$ cat config.mk
export PLATFORM = sky130hd
export DESIGN_NAME = ppt_regfile
export DESIGN_NICKNAME = d
export VERILOG_FILES = /design/src/rtl/ppt_pkg.sv /design/src/rtl/ppt_sync.sv /design/src/rtl/ppt_irq_fsm.sv /design/src/rtl/ppt_regfile.sv
export SDC_FILE = /design/constraint.sdc
export NUM_CORES = 1
export LEC_CHECK = 0
export ABC_AREA = 1
export BUFFER_PORTS_ARGS = -buffer_cell sky130_fd_sc_hd__buf_2
export CORE_MARGIN = 5
export CORE_UTILIZATION = 30
export CTS_BUF_LIST = sky130_fd_sc_hd__clkbuf_8
export DETAILED_ROUTE_END_ITERATION = 6
export GPL_TIMING_DRIVEN = 0
export HOLD_SLACK_MARGIN = 0.1
export PLACE_DENSITY = 0.54
export SLEW_MARGIN = 25
export SYNTH_ARGS = -nofsm -noshare
export SYNTH_HDL_FRONTEND = slang
export SYNTH_SLANG_ARGS = --single-unit
export TNS_END_PERCENT = 30
$ cat constraint.sdc
create_clock -name clk -period 1.4 [get_ports clk]
set_input_delay 0.28 -clock clk [delete_from_list [all_inputs] [get_ports clk]]
set_output_delay 0.28 -clock clk [all_outputs]
set_load 0.05 [all_outputs]
$ cat src/rtl/ppt_pkg.sv
`timescale 1ns/1ps
package ppt_pkg;
    localparam int REG_W = 8;
    localparam int CTL_W = 4;
    localparam int STS_W = 5;

    localparam logic [1:0] OFS_DATA = 2'd0;
    localparam logic [1:0] OFS_STAT = 2'd1;
    localparam logic [1:0] OFS_CTRL = 2'd2;

    localparam int CB_IRQ_EN = 4;
    localparam int CB_DIR    = 5;
    localparam int CTRL_W    = 6;

    // control lines that are not inverted between register and pin
    localparam logic [CTL_W-1:0] CTL_TRUE_POL = 4'b0100;
    // status byte bits inverted between pin and register
    localparam logic [REG_W-1:0] STS_INV      = 8'b1000_0000;

    typedef enum logic [1:0] {
        IRQ_IDLE  = 2'd0,
        IRQ_ARMED = 2'd1,
        IRQ_PEND  = 2'd2
    } irq_state_t;
endpackage

$ cat src/rtl/ppt_sync.sv
`timescale 1ns/1ps
module ppt_sync #(
    parameter int WIDTH  = 1,
    parameter int STAGES = 2
) (
    input  logic             clk,
    input  logic             rst_n,
    input  logic [WIDTH-1:0] d,
    output logic [WIDTH-1:0] q
);
    logic [STAGES-1:0][WIDTH-1:0] chain;

    always_ff @(posedge clk or negedge rst_n) begin
        if (!rst_n) begin
            chain <= '0;
        end else begin
            chain[0] <= d;
            for (int i = 1; i < STAGES; i++) begin
                chain[i] <= chain[i-1];
            end
        end
    end

    assign q = chain[STAGES-1];
endmodule

$ cat src/rtl/ppt_irq_fsm.sv
`timescale 1ns/1ps
module ppt_irq_fsm import ppt_pkg::*; (
    input  logic clk,
    input  logic rst_n,
    input  logic enable,
    input  logic ack_rise,
    input  logic status_rd,
    output logic pending
);
    irq_state_t state, state_nx;

    always_ff @(posedge clk or negedge rst_n) begin
        if (!rst_n) state <= IRQ_IDLE;
        else        state <= state_nx;
    end

    always_comb begin
        state_nx = state;
        unique case (state)
            IRQ_IDLE: begin
                if (enable && ack_rise) state_nx = IRQ_PEND;
                else if (enable)        state_nx = IRQ_ARMED;
            end
            IRQ_ARMED: begin
                if (!enable)       state_nx = IRQ_IDLE;
                else if (ack_rise) state_nx = IRQ_PEND;
            end
            IRQ_PEND: begin
                if (!enable)                     state_nx = IRQ_IDLE;
                else if (status_rd && !ack_rise) state_nx = IRQ_ARMED;
            end
            default: state_nx = IRQ_IDLE;
        endcase
    end

    always_comb begin
        pending = (state == IRQ_PEND);
    end
endmodule

$ cat src/rtl/ppt_regfile.sv
`timescale 1ns/1ps
module ppt_regfile import ppt_pkg::*; #(
    parameter int SYNC_STAGES = 2
) (
    input  logic             clk,
    input  logic             rst_n,
    input  logic [1:0]       bus_addr,
    input  logic             bus_rd,
    input  logic             bus_wr,
    input  logic [REG_W-1:0] bus_wdata,
    output logic [REG_W-1:0] bus_rdata,
    input  logic [REG_W-1:0] dat_pin_i,
    output logic [REG_W-1:0] dat_pin_o,
    output logic             dat_pin_oe,
    input  logic             stat_busy_i,
    input  logic             stat_ack_n_i,
    input  logic             stat_paper_i,
    input  logic             stat_sel_i,
    input  logic             stat_err_n_i,
    input  logic [CTL_W-1:0] ctl_pin_i,
    output logic [CTL_W-1:0] ctl_pull_lo,
    output logic             irq
);
    logic [REG_W-1:0]  data_q;
    logic [CTRL_W-1:0] ctrl_q;
    logic [REG_W-1:0]  dat_s;
    logic [STS_W-1:0]  sts_s;
    logic [CTL_W-1:0]  ctl_s;
    logic              ack_prev;
    logic              ack_rise;
    logic              status_rd;
    logic              pending;
    logic [REG_W-1:0]  sts_byte;
    logic [REG_W-1:0]  ctl_byte;

    ppt_sync #(.WIDTH(REG_W), .STAGES(SYNC_STAGES)) u_sync_dat (
        .clk(clk), .rst_n(rst_n), .d(dat_pin_i), .q(dat_s)
    );

    ppt_sync #(.WIDTH(STS_W), .STAGES(SYNC_STAGES)) u_sync_sts (
        .clk(clk), .rst_n(rst_n),
        .d({stat_busy_i, stat_ack_n_i, stat_paper_i, stat_sel_i, stat_err_n_i}),
        .q(sts_s)
    );

    ppt_sync #(.WIDTH(CTL_W), .STAGES(SYNC_STAGES)) u_sync_ctl (
        .clk(clk), .rst_n(rst_n), .d(ctl_pin_i), .q(ctl_s)
    );

    // register writes; status offset and offset 3 hold no state
    always_ff @(posedge clk or negedge rst_n) begin
        if (!rst_n) begin
            data_q <= '0;
            ctrl_q <= '0;
        end else if (bus_wr) begin
            if (bus_addr == OFS_DATA) data_q <= bus_wdata;
            if (bus_addr == OFS_CTRL) ctrl_q <= bus_wdata[CTRL_W-1:0];
        end
    end

    // acknowledge edge detection on the synchronized level
    always_ff @(posedge clk or negedge rst_n) begin
        if (!rst_n) ack_prev <= 1'b0;
        else        ack_prev <= sts_s[3];
    end

    assign ack_rise  = sts_s[3] & ~ack_prev;
    assign status_rd = bus_rd && (bus_addr == OFS_STAT);

    ppt_irq_fsm u_irq (
        .clk(clk), .rst_n(rst_n),
        .enable(ctrl_q[CB_IRQ_EN]),
        .ack_rise(ack_rise),
        .status_rd(status_rd),
        .pending(pending)
    );

    assign irq         = pending;
    assign dat_pin_o   = data_q;
    assign dat_pin_oe  = ~ctrl_q[CB_DIR];
    assign ctl_pull_lo = ctrl_q[CTL_W-1:0] ^ CTL_TRUE_POL;

    assign sts_byte = {sts_s, ~pending, 2'b11} ^ STS_INV;
    assign ctl_byte = {2'b00, ctrl_q[CB_DIR:CB_IRQ_EN], ctl_s ^ ~CTL_TRUE_POL};

    always_comb begin
        unique case (bus_addr)
            OFS_DATA: bus_rdata = ctrl_q[CB_DIR] ? dat_s : data_q;
            OFS_STAT: bus_rdata = sts_byte;
            OFS_CTRL: bus_rdata = ctl_byte;
            default:  bus_rdata = '0;
        endcase
    end
endmodule

# Word-level counts from Yosys, hierarchy flattened
# Cells that the tools add are included.
# Widths: inputs -> output; s select.
dict set report totals {
  output_inout_bits 22
  rom_bits 0
  memories 0
  latch_bits 0
  input_bits 31
  word_cells 42
  reg_bits 51
  mem_bits_rw 0
}
dict set report classes {
  n_addsub 0
  n_mux 9
  magnitude_cmp 0
  div 0
  n_mul 0
  eq_ne 7
  bitwise 7
  n_reduce_logical 9
  shifts 0
}
# cell n
set ops {}
lappend ops {{$pmux 8 s3} 1}
lappend ops {{$mux 2} 6}
lappend ops {{$ne 3x2->1 const B} 3}
lappend ops {{$mux 8} 1}
lappend ops {{$pmux 2 s3} 1}
lappend ops {{$not 1->1} 5}
lappend ops {{$eq 2x1->1 const B} 2}
lappend ops {{$eq 2x2->1 const B} 2}
lappend ops {{$logic_not 2->1} 2}
lappend ops {{$reduce_and 2->1} 2}
lappend ops {{$logic_and 1x1->1} 3}
lappend ops {{$not 3->3} 1}
lappend ops {{$reduce_and 3->1} 1}
lappend ops {{$and 1x1->1} 1}
lappend ops {{$logic_not 1->1} 1}

# Longest topological paths before layout
dict set report logic_depth {
  word_depth 7
  depth_mapped 7
  depth_no_buf 7
}

# Cells and area by module
# A second synthesis with hierarchy kept.
dict set report unflattened {
  cells_unflattened 214
  hier_area_um2 2085.8
}
# module area_per_inst_um2 seq_area_each_um2 cells_each instances
set by_module_without_submodules {}
lappend by_module_without_submodules {ppt_regfile 964.7 375.4 138 1}
lappend by_module_without_submodules {{ppt_sync (u_sync_dat)} 460.4 400.4 24 1}
lappend by_module_without_submodules {{ppt_sync (u_sync_sts)} 287.8 250.2 15 1}
lappend by_module_without_submodules {{ppt_sync (u_sync_ctl)} 230.2 200.2 12 1}
lappend by_module_without_submodules {ppt_irq_fsm 142.6 50.0 25 1}

# Least setup slack after synthesis
# Ideal clock, no wire load.
dict set report synth_path {
  path_kind {flip-flop to output port}
  from {reg data_q[3], in the netlist dat_pin_o[3]}
  to {out bus_rdata[3]}
  t_required_ns 1.120
  n_path_buf 0
  path_stages_with_launch 3
  arrival_ns 1.584
  slack_ns -0.464
  path_cell_list {dfrtp_1 > o21ai_0 > o211ai_1}
}
dict set report synth_between {
  elab_chain_len 2
}
# element line
set synth_lines {}
lappend synth_lines {{start: declaration} ppt_regfile.sv:24} ;# logic [REG_W-1:0] data_q;
lappend synth_lines {{start signal: assignment} ppt_regfile.sv:56} ;# if (bus_addr == OFS_DATA) data_q <= bus_wdata;
lappend synth_lines {{$mux 8} ppt_regfile.sv:88} ;# OFS_DATA: bus_rdata = ctrl_q[CB_DIR] ? dat_s : data_q;
lappend synth_lines {{$pmux 8 s3} ppt_regfile.sv:87} ;# unique case (bus_addr)
lappend synth_lines {{end: declaration} ppt_regfile.sv:11} ;# output logic [REG_W-1:0] bus_rdata,
# Every way passes these cells.

# Worst setup path in the final report
dict set report layout_path {
  from {reg ctrl_q[5]}
  to {out bus_rdata[5]}
}
dict set report layout_between {
  elab_chain_len 2
}
# element line
set layout_lines {}
lappend layout_lines {{start: declaration} ppt_regfile.sv:25} ;# logic [CTRL_W-1:0] ctrl_q;
lappend layout_lines {{start signal: assignment} ppt_regfile.sv:57} ;# if (bus_addr == OFS_CTRL) ctrl_q <= bus_wdata[CTRL_W-1:0];
lappend layout_lines {{$mux 8} ppt_regfile.sv:88}
lappend layout_lines {{$pmux 8 s3 *} ppt_regfile.sv:87}
# Mark *: on every way between the ends. The rest lies on a longest branch, timed or not.

==> results.txt <==
----------------------------------------------------
[Pwr]
  Total power density per cell area ... roughly 1400 nW/µm²
  Total design power ... approximately 3.6 mW
  Peak ir drop on the vdd network ... roughly 0.00056 V
  Static Leakage ... ~1.3 nW

[Die]
  Die area ... ~8000 µm²
  Die span in x ... about 88 µm
  Number of ports placed on the die boundary ... 53
  Initial core utilization ... between 30 and 40%
  Std-Cell Rows ... 28
  Die height ... between 80 and 90 µm
  Core Area ... about 6000 µm²

[STA]
  Max-slew violation count ... 0
  Final worst-path setup slack ... -0.293 ns
  Measured slew at the worst slew-check pin ... 0.618 ns
  Tmin final ... approximately 1.7 ns
  Final worst-path cycle share ... 121%
  Setup repair after global routing missed its margin ... yes
  Post-Route Hold Slack ... about 0.22 ns
  Worst rel slew slack ... 58.8%
  Final clock skew ... 0.00943 ns
  Setup-failing EPs final ... 9
  Hold Vio Cnt, Final ... 0
  Fmax ... roughly 0.59 GHz

[Min path]
  Class of the most critical hold timing path ... input port to flip-flop
  Cell depth of the worst hold path ... 3

[Final layout]
  Post-route design area ... between 2000 and 3000 µm²
  Area delta synth->final ... 42.2%
  Antenna Cells ... 0
  Net count of the finished layout ... 283
  Share of final-layout standard cells stronger than drive strength 1 ... a little under two fifths

[Routing]
  Average routed wire per standard cell ... between 10 and 15 µm
  Mean number of vias per cell ... between 4 and 5
  Remaining number of nets flagged by the antenna check after routing ... 0
  Total wire length after detailed routing ... 3.92 mm
  Pre-antenna DRT Iters ... 4
  DRC errors left ... 0
  Number of vias after detailed routing ... 1347
  Initial detailed-routing violation count ... just over 80

[Synthesis]
  Largest area contributor in the synthesized netlist ... sky130_fd_sc_hd__dfrtp_1
  Dominant register cell in the synthesized netlist ... sky130_fd_sc_hd__dfrtp_1
  Seq cells post-synth ... 51
  Number of unique standard cell types used by synthesis ... 20
  Yosys warning total ... 0
  Proportion of synthesized chip area in sequential cells ... 69.5%
  Async set-or-reset flop fraction in the synthesized netlist ... between 90% and 100%
  Instance count of the mapped netlist ... between 150 and 200
  Mapped Avg Cell Area ... 10.6 µm²
  Fraction of synthesized cell area taken by the top area cell type ... 69.5%
  Most numerous cell in the Yosys netlist ... sky130_fd_sc_hd__dfrtp_1
  Largest cells by area after synthesis ... sky130_fd_sc_hd__dfrtp_1 69%, sky130_fd_sc_hd__nand2_1 8.0%, sky130_fd_sc_hd__o21ai_1 3.3%
  Area of the mapped netlist ... about 1800 µm²
  Net count after synthesis ... just over 200
  Number of synthesized flops with an enable pin ... 0
  Most used standard cells in the synthesized netlist ... 51 x sky130_fd_sc_hd__dfrtp_1, 39 x sky130_fd_sc_hd__nand2_1, 16 x sky130_fd_sc_hd__inv_1, 14 x sky130_fd_sc_hd__nor2_1, 12 x sky130_fd_sc_hd__o21ai_1

[Critical path]
  Launching point of the worst reg2reg path ... ctrl_q[4]
  Startpoint kind of the worst setup timing path ... flip-flop
  CP Buf/Inv Count ... 2
  R2r worst-path depth ... 6
  Largest fanout on the critical path ... 5
  Crit. Startpoint ... ctrl_q[5]
  Number of stages on the worst setup path ... 4
  Worst Setup End Kind ... primary output
  CP Data Arrival Time ... 1.41 ns
  Data required time at the worst endpoint ... between 1 and 1.5 ns
  Family with the most delay on the worst path ... flip-flops
  Endpoint of the worst-slack reg-to-reg timing path ... u_irq.state[1]
  Delay of the slowest critical-path stage ... about 0.44 ns
  Setup Crit Path Kind ... flip-flop to primary output
  Slack of the worst reg-to-reg path ... 0.39 ns
  CP Capture Point ... bus_rdata[5]
  Critical path cell sequence ... clkbuf_8 -> o21ai_1 -> o211ai_1 -> buf_4
  CP max stage cell ... sky130_fd_sc_hd__dfrtp_2

[Global route]
  Wire length of the first global-routing pass ... 6.36 mm
  Aggregate global routing overflow ... 0
  Number of global-route vias before repair ... ~1300
  Maximum number of pins on one net before global-route repair ... 52
  Number of antenna violations at the first check in global routing ... 0
  Global-route total usage across every layer ... a little over a tenth

[Status]
  Outcome ... finished, violations left
  Violations in the final reports ... negative setup slack

[CTS]
  Clock tree from TritonCTS ... built
  Worst skew pair latency ... 0.30 ns
  Clock slew at the register clock pins of the worst setup and hold paths ... 0.09 ns
  CTS Buf Count ... 5
  Worst-case clock buffer depth ... 2
  Num Clock Sinks ... between 50 and 60
  Cell at the root of the clock tree ... sky130_fd_sc_hd__clkbuf_8
  CTS HTree Levels ... 2

[Flow run]
  Max cap viols ... 0

[Place]
  Dpl cell area ... about 2200 µm²
  Pre-CTS setup slack ... -0.199 ns
  Final RePlAce weighted congestion ... 0.797
  Number of buffer cells added on primary ports ... between 50 and 60
  HPWL Detailed ... 2.79 mm

----------------------------------------------------
## worst register-to-register path, cell delays in order, from the launching register on
cell and delay, ns:
sky130_fd_sc_hd__dfrtp_1 0.36, sky130_fd_sc_hd__buf_2 0.16, sky130_fd_sc_hd__nand2_1 0.10, sky130_fd_sc_hd__nor2_1 0.04, sky130_fd_sc_hd__nand2_1 0.08, sky130_fd_sc_hd__o21ai_0 0.08, sky130_fd_sc_hd__a21oi_1 0.12
## logic make-up after synthesis
family	after synthesis	synth area share, %
simple gates	65	14.7
compound gates	29	8.72
flops	51	69.5
buf+inv	28	7.08
## worst min path at each step
stage | start | endpoint | slack (ns)
detailed placement | rst_n | u_sync_dat.chain[1] | 0.34
finish | bus_wdata[2] | ctrl_q[2] | 0.22
global route | bus_wdata[2] | ctrl_q[2] | 0.23
global placement | u_sync_dat.chain[1] | u_sync_dat.q[1] | 0.33
floorplan | rst_n | ack_prev | -0.02
CTS | bus_wdata[0] | dat_pin_o[0] | 0.22
## sequential cells by signal, summed over array words and instances (netlist names)
name / flops
u_sync_dat.chain: 8
ctrl_q: 6
u_sync_ctl.q: 4
u_irq.state: 2
ack_prev: 1
u_sync_sts.chain: 5
u_sync_dat.q: 8
u_sync_ctl.chain: 4
u_sync_sts.q: 5
dat_pin_o: 8
## what timing repair did
action                                  in CTS  in global routing
cloned                                       1                  0
gates resized for setup                     22                  9
endpoints found under the setup margin      10                 10
hold endpoints to repair                    68                  0
hold buffers                                18                  0
setup buffers                                0                  1
pin swaps                                    6                  1
## routing by layer
metal,routed length (µm),vias up,global-route usage [%]
met4,55,0,3.71
met1,1720,604,13.9
met2,1860,38,17.1
met5,0,-,0
li1,-,698,-
met3,286,7,3.82
## cell usage in the layout (no fill, tap or decap), drive strengths merged
cell type     n
nand3         7
dfrtp        51
nand2        40
or2           2
o21ai        21
a21oi         1
dlygate4sd3  18
clkbuf        8
o22ai         2
inv          20
o211ai        5
clkinv        1
buf          61
nor2         16
## where the power goes
part	switching (mW)	internal [mW]	leakage [nW]
Clock	0.453	0.444	0.0557
Sequential	0.0948	1.61	0.601
Combinational	0.669	0.345	0.636
## per-stage QoR
| step | cells | setup TNS, ns | util, % |
|---|---|---|---|
| floorplan | 173 | -1.76 | - |
| global placement | 300 | -1.24 | 37.7 |
| detailed placement | 300 | -1.12 | 37.7 |
| CTS | 327 | -2.28 | 43.6 |
| global route | 328 | -2.35 | 44.1 |
| finish | 328 | -1.80 | 44.1 |
## layout make-up
class / count / area (µm²)
fill: 548 / 3310
sequential: 51 / 1280
timing repair buffer: 72 / 508
multi-input combinational: 94 / 474
clock buffer: 7 / 96.3
tap: 75 / 93.8
inverter: 20 / 82.6
buffer: 8 / 68.8
clock inverter: 1 / 3.75
Power figures use the tool's default switching activity.
